## config.mk

```make
export PLATFORM = sky130hd
export DESIGN_NAME = swallow_divider
export DESIGN_NICKNAME = d
export VERILOG_FILES = /design/src/rtl/swallow_divider.sv
export SDC_FILE = /design/constraint.sdc
export NUM_CORES = 1
export LEC_CHECK = 0
export BUFFER_PORTS_ARGS = -buffer_cell sky130_fd_sc_hd__buf_2
export CORE_MARGIN = 1
export CORE_UTILIZATION = 40
export DETAILED_ROUTE_END_ITERATION = 6
export GPL_TIMING_DRIVEN = 0
export SKIP_CTS_REPAIR_TIMING = 1
export SLEW_MARGIN = 20
export SYNTH_ARGS = -nofsm -noshare
export SYNTH_HDL_FRONTEND = slang
export SYNTH_SLANG_ARGS = --single-unit
```

## constraint.sdc

```tcl
create_clock -name clk -period 7.2 [get_ports clk]
set_input_delay 0.36 -clock clk [delete_from_list [all_inputs] [get_ports clk]]
set_output_delay 0.36 -clock clk [all_outputs]
set_load 0.01 [all_outputs]
```

## src/rtl/swallow_divider.sv

```systemverilog
module swallow_divider #(
  parameter int AW = 6,
  parameter int BW = 13
) (
  input  logic          clk,
  input  logic          rst,
  input  logic          cnt_hold,
  input  logic [1:0]    psel,
  input  logic [AW-1:0] a_val,
  input  logic [BW-1:0] b_val,
  output logic          div_out,
  output logic          cfg_bad
);
  localparam int PCW = 7;
  localparam logic [BW-1:0] B_MIN = BW'(3);

  logic [1:0]     cur_p;
  logic [AW-1:0]  cur_a;
  logic [BW-1:0]  cur_b;
  logic [PCW-1:0] pc;
  logic [BW-1:0]  bc;

  wire            swallow = {{(BW-AW){1'b0}}, cur_a} > bc;
  wire [PCW-1:0]  mod_m1  = (PCW'(8) << cur_p) - PCW'(1) + PCW'(swallow);
  wire            pre_end = pc == mod_m1;
  wire            per_end = pre_end && (bc == cur_b - BW'(1));

  assign cfg_bad = ({{(BW-AW){1'b0}}, a_val} > b_val) || (b_val < B_MIN);

  always_ff @(posedge clk) begin
    if (rst && cfg_bad) begin
      cur_p <= 2'd0;
      cur_a <= '0;
      cur_b <= B_MIN;
    end else if ((rst || cnt_hold || per_end) && !cfg_bad) begin
      cur_p <= psel;
      cur_a <= a_val;
      cur_b <= b_val;
    end
  end

  always_ff @(posedge clk) begin
    if (rst || cnt_hold) begin
      pc      <= '0;
      bc      <= '0;
      div_out <= 1'b0;
    end else if (pre_end) begin
      pc      <= '0;
      bc      <= per_end ? '0 : bc + BW'(1);
      div_out <= per_end;
    end else begin
      pc      <= pc + PCW'(1);
      div_out <= 1'b0;
    end
  end
endmodule


```

==> impl_metrics.tcl, run 1 <==
set metrics [dict create \
    outcome "finished clean" \
    io_buffers 24 \
    place_ws_ns 3.37 \
    antenna_found_initial 0 \
    cp-start-kind "flop" \
    path_cells "or4_1, nor4_2, o221a_2, inv_1, ha_1, xnor2_1, nor4b_1, a21oi_1, a21oi_1, nand2_1, clkbuf_1, o31ai_2, buf_2, buf_4, nor2_1" \
    clkLatencyLatePin_ns 0.31 \
    synth_warnings 0 \
    fin_tns_setup_ns 0 \
    htreeDepth 2 \
    crit_type "reg2reg" \
    cts.sinks 42 \
    initial_core_util_pct 42.1 \
    seqCellArea_um2 841 \
    grt_usage_pct 19.2 \
    top_layer "met4" \
    crit_fanout 10 \
    path_buf_inv 4 \
    final_core_util_pct 47.6 \
    drt-wirelength-per-cell_um 14.0 \
    core_area_mm2 0.00599 \
    synthFlopType "dfxtp_1" \
    cp.arrival_ns 4.05 \
    met3_length_um 200 \
    max_freq_ghz 0.260 \
    cpPeakStageDelay_ns 0.53 \
    grt.overflow.total 0 \
    clk_pin_slew_worst_paths_ns 0.09 \
    cts_buffer_depth 2 \
    place_inst 391 \
    drtIter0Drc 127 \
    cpMostUsedCell "a21oi_1" \
    wl_met2_um 2460 \
    hold_viol_final 0 \
    viasPerCell 5.40 \
    final_nets 363 \
    period_share_pct 53.4 \
    required_ns 7.41 \
    fp.dieW_um 81.5 \
    synth_cell_types 53 \
    routabilityCongestion 0.796 \
    peakVddDrop_uv 92.4 \
    syn_nets 332 \
    tightestPinTransition_ns 0.538 \
    vias 2153 \
    avgSynthCellArea_um2 8.65 \
    netlist_instances 292 \
    ant_nets 0 \
    maxCapViolations 0 \
    antenna_cells 0 \
    wl_met1_um 2820 \
    syn_area_mm2 0.00252 \
    grt_pass1_wl_um 9540 \
    async_flop_share_pct 0 \
    rsz0062_at_grt "no" \
    drc 0 \
    grt_max_degree 14 \
    fillers 625 \
    drive_gt1_share_pct 14.8 \
    die-area_mm2 0.00663 \
    numCtsBuffers 5 \
    p_per_area_mw_per_mm2 192 \
    finalMaxSlewViolations 0 \
    multiInputGateArea_mm2 0.00156 \
    synth_top_area_cell "dfxtp_1" \
    hpwlAfterDp_um 4360 \
    slew_headroom_pct 64.1 \
    ys_seq_area_share_pct 33.3 \
    die_h_um 81.5 \
    first_pass_iters 4 \
    clock_skew_ns 0.00782 \
    io_pins 26 \
    grt_pass1_vias 1986 \
    synth-seq-cells 42 \
    routed_wl_um 5600 \
    timing.hold.ws_ns 0.248 \
    yosys.area.top_type_share_pct 33.3 \
    crit_start "bc[6]" \
    area_delta_synth_final_pct 12.8 \
    cts_tree "built" \
    setup_viol 0 \
    hold_path.class "in2reg" \
    crit_family "simple AND/OR/NAND/NOR gates" \
    cp_slowest_cell "or4_1" \
    num_rows 28 \
    period_minus_slack_ns 3.84 \
    cts_root_buffer "clkbuf_8" \
    hold_path.startpoint "cnt_hold" \
    endpoint_kind "flop" \
    r2r_slack_ns 3.36 \
    synth_edf_count 0 \
    worstReg2RegStart "bc[6]" \
    stdcell_count 399 \
    leakage_uw 0.00118 \
    synthTopCellsByArea "dfxtp_1 33%, ha_1 7.9%, xnor2_1 6.6%" \
    fin_ws_ns 3.36 \
]
==> stage by stage <==
| stage | cell area (µm²) | power [µW] |
|---|---|---|
| floorplan | 2520 | 334 |
| global placement | 2740 | 359 |
| detailed placement | 2740 | 362 |
| CTS | 2850 | 549 |
| global route | 2850 | 573 |
| finish | 2850 | 547 |
==> synthesized netlist by cell type, drive strengths merged (3+ instances only) <==
| cell type | n |
|---|---|
| nand3 | 14 |
| a31oi | 3 |
| nor2 | 38 |
| o221a | 6 |
| and3 | 5 |
| buf | 6 |
| and4 | 3 |
| xor2 | 18 |
| nor4b | 3 |
| or4 | 4 |
| dfxtp | 42 |
| a21oi | 12 |
| a22o | 14 |
| inv | 20 |
| ha | 16 |
| nor3 | 6 |
| nor4 | 6 |
| xnor2 | 19 |
| a21o | 4 |
| o2111ai | 3 |
| nand4 | 7 |
| nand2 | 15 |
==> layout by cell type (no fill, tap or decap), types with 2 or more instances in the layout <==
master	instances
nand3_1	14
o21ai_0	2
nand4_1	7
and4_1	3
a21o_1	4
o211ai_1	2
inv_1	20
a21oi_1	12
nor2_2	2
ha_1	16
or3_1	2
buf_4	2
nor4_1	5
o2111ai_1	3
buf_2	26
clkbuf_8	5
o221a_2	4
clkbuf_1	3
nor4b_1	3
xor2_1	18
nand2_1	15
or4_1	4
nor2_1	36
a31oi_1	3
xnor2_1	19
nor3_1	5
a22o_1	14
and3_1	5
dfxtp_1	42
o221a_1	2
==> area by class of cell <==
class | instances | share of cell area (%)
plain buffers | 8 | 1.67
clock buffers | 6 | 2.55
clock inverters | 2 | 1.32
inverters | 20 | 2.64
multi-input cells | 222 | 54.8
flip-flops and latches | 42 | 29.5
well taps | 75 | 3.29
repair buffers | 24 | 4.22
==> report_power, final <==
part           switching, µW  internal [µW]  total, µW  leakage [µW]
clock                   88.4            104        192     0.0000514
sequential              14.2            245        259      0.000346
combinational           51.5           45.4       96.9      0.000785
==> routing by layer <==
| metal | GRT usage, % | vias up |
|---|---|---|
| li1 | - | 1120 |
| met1 | 25.9 | 988 |
| met2 | 29.4 | 36 |
| met3 | 4.11 | 9 |
| met4 | 8.04 | 0 |
| met5 | 0 | - |
==> registers in the layout, indices dropped and copies added (netlist names) <==
register,flops
div_out,1
bc,13
cur_p,2
cur_a,6
pc,7
cur_b,13
==> final timing paths <==
kind,endpoint,depth (start not counted)
worst min-delay path,div_out,2
worst max-delay path,bc[6],15
worst max register to register,bc[6],15
worst min register to register,pc[0],1
==> logic make-up after synthesis <==
logic type | Yosys count | synth area share (%)
AND/OR/NAND/NOR | 111 | 22.9
AO/OA/AOI/OAI | 56 | 17.3
adder cells (fa/ha/maj) | 16 | 7.93
buffers and inverters | 28 | 4.86
flip-flops | 42 | 33.3
XOR/XNOR | 37 | 12.8
multiplexers | 2 | 0.842
==> worst register-to-register path, stage by stage, from the launching register on <==
cell      delay, ns
dfxtp_1        0.38
or4_1          0.53
nor4_2         0.26
o221a_2        0.30
inv_1          0.05
ha_1           0.20
xnor2_1        0.15
nor4b_1        0.26
a21oi_1        0.07
a21oi_1        0.19
nand2_1        0.10
clkbuf_1       0.23
o31ai_2        0.41
buf_2          0.33
buf_4          0.23
nor2_1         0.07
Note: power is estimated with default switching activity, not from simulation.
==> inputs of run 2 (changes only) <==
- clock period: 7.2 -> 3.5 ns (I/O delays scaled with it)
==> run 2 against run 1 <==
Against the previous run:
- hold slack worse by 0.17 ns
- global-route usage unchanged
- worst setup slack worse by 3.3 ns
- largest power group unchanged
==> impl_metrics.tcl, run 2 (synthesis results as in run 1) <==
set metrics [dict create \
    outcome "finished clean" \
    die_h_um 81.5 \
    p_int_uw 834 \
    peakVddDrop_uv 186 \
    endpoint_kind "flop" \
    p_per_area_mw_per_mm2 381 \
    timing.hold.ws_ns 0.0779 \
    ant_nets 0 \
    power.share.clock_pct 33.5 \
    crit_cells 14 \
    period_share_pct 99.2 \
    path_buf_inv 2 \
    p_sw_share_pct 28.2 \
    antenna_found_initial 0 \
    finalMaxSlewViolations 0 \
    cp.arrival_ns 3.66 \
    slew_headroom_pct 62.9 \
    numCtsBuffers 5 \
    clock_skew_ns 0.00457 \
    placed_cell_area_mm2 0.00274 \
    grt_max_degree 14 \
    final_area_mm2 0.00305 \
    grt_pass1_vias 1986 \
    grt_pass1_wl_um 9540 \
    cts.sinks 42 \
    setup_viol 0 \
    switching_power_uw 328 \
    clkLatencyLatePin_ns 0.30 \
    drt-wirelength-per-cell_um 14.3 \
    tightestPinTransition_ns 0.552 \
    power_frac_seq_pct 45.7 \
    drive_gt1_share_pct 21.1 \
    crit_fanout 6 \
    die-area_mm2 0.00663 \
    first_pass_iters 5 \
    path_cells "or4_4, nor4_4, o221a_2, inv_2, ha_4, xnor2_4, nor4b_2, a21oi_1, a21oi_2, nand2_2, buf_6, o31ai_4, nand2_2, o221a_2" \
    required_ns 3.69 \
    fp.dieW_um 81.5 \
    vias 2221 \
    leakage_uw 0.00125 \
    drc 0 \
    fin_ws_ns 0.0286 \
    hold_viol_final 0 \
    num_rows 28 \
    maxCapViolations 0 \
    final_nets 371 \
    r2r_cells 14 \
    max_freq_ghz 0.288 \
    layout_common_cells "40 x dfxtp_1, 36 x nor2_1, 25 x buf_2, 19 x inv_1" \
    crit_type "reg2reg" \
    io_buffers 24 \
    whs_path_depth 2 \
    top_regs "bc (13), cur_b (13), pc (7)" \
    period_minus_slack_ns 3.47 \
    crit_family "simple AND/OR/NAND/NOR gates" \
    routed_wl_um 5820 \
    grt.overflow.total 0 \
    htreeDepth 2 \
    routabilityCongestion 0.796 \
    power.share.combinational_pct 20.7 \
    grt_usage_pct 19.2 \
    cts_root_buffer "clkbuf_8" \
    place_ws_ns -0.333 \
    core_area_mm2 0.00599 \
    final_common_cell "dfxtp_1" \
    initial_core_util_pct 42.1 \
    cp-start-kind "flop" \
    viasPerCell 5.46 \
    cts_buffer_depth 2 \
    clk_pin_slew_worst_paths_ns 0.08 \
    drtIter0Drc 164 \
    cp_slowest_cell "or4_4" \
    hold_path.class "in2reg" \
    io_pins 26 \
    rsz0062_at_grt "yes" \
    antenna_cells 0 \
    cts_tree "built" \
    area_delta_synth_final_pct 20.7 \
    hpwlAfterDp_um 4360 \
    cpPeakStageDelay_ns 0.54 \
]
-- run 2: changes by cell type in the layout (fill, tap and decap cells not counted), sizes merged --
cell	previous run	this run
buf	30	39
clkbuf	8	7
-- run 2: power groups by stage --
stage | clock, µW | combinational, µW | sequential (µW)
3_5_place_dp | 0 | 200 | 543
3_3_place_gp | 0 | 195 | 544
2_1_floorplan | 0 | 151 | 535
4_1_cts | 396 | 201 | 532
6_report | 390 | 241 | 531
5_1_grt | 416 | 266 | 537
-- run 2: worst paths after layout --
path	from	endpoint	slack, ns
hold / removal	cnt_hold	div_out	0.08
hold reg to reg	pc[0]	pc[0]	0.47
setup / recovery	bc[12]	cur_b[12]	0.03
setup reg to reg	bc[12]	cur_b[12]	0.03
-- run 2: routing by layer --
layer | global-route usage (%) | wire, µm
met5 | 0 | 0
met4 | 8.04 | 87
met3 | 4.11 | 185
met2 | 29.4 | 2650
met1 | 25.9 | 2900
-- run 2: cell type report --
class                      count  area (µm²)
sequential                    42         846
clock buffer                   6        72.6
clock inverter                 2        37.5
timing repair buffer          32         198
tap                           75        93.8
multi-input combinational    222        1650
fill                         594        2940
inverter                      20        75.1
buffer                         8        71.3
-- run 2: stage by stage --
step,utilization [%],total power (µW),TNS [ns],std cells
global route,50.9,1220,-1.17,407
finish,50.9,1160,0,407
detailed placement,45.7,744,-6.86,391
global placement,45.7,739,-4.53,391
CTS,47.6,1130,-7.27,399
floorplan,-,686,0,292
==> inputs of run 3 (changes only) <==
- SETUP_SLACK_MARGIN: default -> 0.4
==> run 3 against run 2 <==
Against the previous run:
- worst setup slack gained 0.018 ns
- register-to-register slack improved by 0.02 ns
- hold slack improved by 0.012 ns
- highest routed layer unchanged
- critical path type unchanged
- clock power shrank 16%
- critical path depth grew 1
- fmax grew 0.53%
==> impl_metrics.tcl, run 3 (synthesis results as in run 1) <==
set metrics [dict create \
    num_rows 28 \
    leakage_uw 0.00129 \
    layout_common_cells "37 x dfxtp_1, 27 x nor2_1, 24 x buf_2, 19 x inv_1" \
    final_common_cell "dfxtp_1" \
    finalMaxSlewViolations 0 \
    outcome "finished clean" \
    antenna_cells 0 \
    setup_viol 0 \
    routabilityCongestion 0.800 \
    endpoint_kind "flop" \
    io_buffers 24 \
    drtIter0Drc 77 \
    cts_root_buffer "clkbuf_8" \
    core_area_mm2 0.00599 \
    hold_viol_final 0 \
    hold_path.class "in2reg" \
    routed_wl_um 6190 \
    p_per_area_mw_per_mm2 354 \
    final_nets 374 \
    fillers 571 \
    peakVddDrop_uv 165 \
    max_freq_ghz 0.290 \
    top_regs "bc (13), cur_b (13), pc (7)" \
    initial_core_util_pct 42.1 \
    cp-start-kind "flop" \
    die_h_um 81.5 \
    cp.arrival_ns 3.69 \
    grt.overflow.total 0 \
    vias 2270 \
    crit_type "reg2reg" \
    fin_ws_ns 0.0470 \
    grt_pass1_wl_um 9960 \
    die-area_mm2 0.00663 \
    final_area_mm2 0.00316 \
    crit_fanout 5 \
    io_pins 26 \
    fp.dieW_um 81.5 \
    seqCellArea_um2 852 \
    place_ws_ns -0.178 \
    viasPerCell 5.54 \
    drt-wirelength-per-cell_um 15.1 \
    period_share_pct 98.7 \
    cts.sinks 42 \
    hpwlAfterDp_um 4490 \
    cts_tree "built" \
    numCtsBuffers 5 \
    multiInputGateArea_mm2 0.00172 \
    grt_pass1_vias 2028 \
    clkLatencyLatePin_ns 0.30 \
    clock_skew_ns 0.0115 \
    rsz0062_at_grt "yes" \
    placed_cell_area_mm2 0.00274 \
    slew_headroom_pct 64.7 \
    area_delta_synth_final_pct 25.0 \
    grt_max_degree 13 \
    cts_buffer_depth 2 \
    maxCapViolations 0 \
    clk_pin_slew_worst_paths_ns 0.08 \
    drive_gt1_share_pct 25.7 \
    antenna_found_initial 0 \
    fin_tns_setup_ns 0 \
    htreeDepth 2 \
    period_minus_slack_ns 3.45 \
    required_ns 3.74 \
    ant_nets 0 \
    drc 0 \
    tightestPinTransition_ns 0.529 \
    first_pass_iters 4 \
    grt_usage_pct 19.7 \
]
run 3: cell types whose count changed in the layout (fill, tap and decap cells not counted), sizes merged:
cell      delta
clkinvlp     -1
buf          +1
clkinv       +1
bufinv       -1
clkbuf       +3
run 3: worst max-delay path: stages (launching register included):
cell	delay [ns]
dfxtp_4	0.37
or4_4	0.54
nor4_4	0.24
o221a_2	0.25
inv_2	0.05
ha_4	0.17
xnor2_4	0.14
nor4b_2	0.25
a21oi_1	0.08
a21oi_2	0.18
nand2_2	0.11
buf_6	0.15
o31ai_4	0.35
and2_4	0.26
clkbuf_16	0.14
a22o_1	0.11
run 3: worst paths after layout:
check                from        to  slack (ns)  depth (start not counted)
setup reg to reg    bc[6]  cur_p[0]        0.05                         15
hold / removal    psel[1]  cur_p[1]        0.09                          2
hold reg to reg     pc[0]     pc[0]        0.47                          1
setup / recovery    bc[6]  cur_p[0]        0.05                         15
run 3: layer usage:
layer  share of wire [%]  wire, µm  track usage, %  vias up
met5                   0         0               0        -
met4                 1.2        76            6.07        0
met3                 2.1       127            2.67        6
met2                  48      2960            31.3       38
met1                  49      3020            27.4     1086
li1                    -         -               -     1140
run 3: area by class of cell:
class                   count  area share [%]
plain buffers               8            2.50
repair buffers             35            7.93
clock buffers               7            2.73
flip-flops and latches     42            27.0
well taps                  75            2.97
multi-input cells         222            54.3
clock inverters             1           0.159
inverters                  20            2.38
run 3: where the power goes:
part / switching [µW] / total, µW / internal [µW] / leakage (µW)
sequential: 29.8 / 531 / 501 / 0.000349
clock: 169 / 329 / 159 / 0.0000482
combinational: 131 / 257 / 126 / 0.000892
total: 330 / 1120 / 787 / 0.00129
run 3: per-stage QoR:
step                      std cells  hold slack (ns)  power (µW)  utilization (%)
after CTS                       399           0.0872        1070             47.3
final                           410           0.0900        1120             52.7
after floorplan                 292            0.254         687                -
after global routing            410           0.0977        1180             52.7
after detailed placement        391            0.390         745             45.8
after global placement          391            0.387         739             45.8
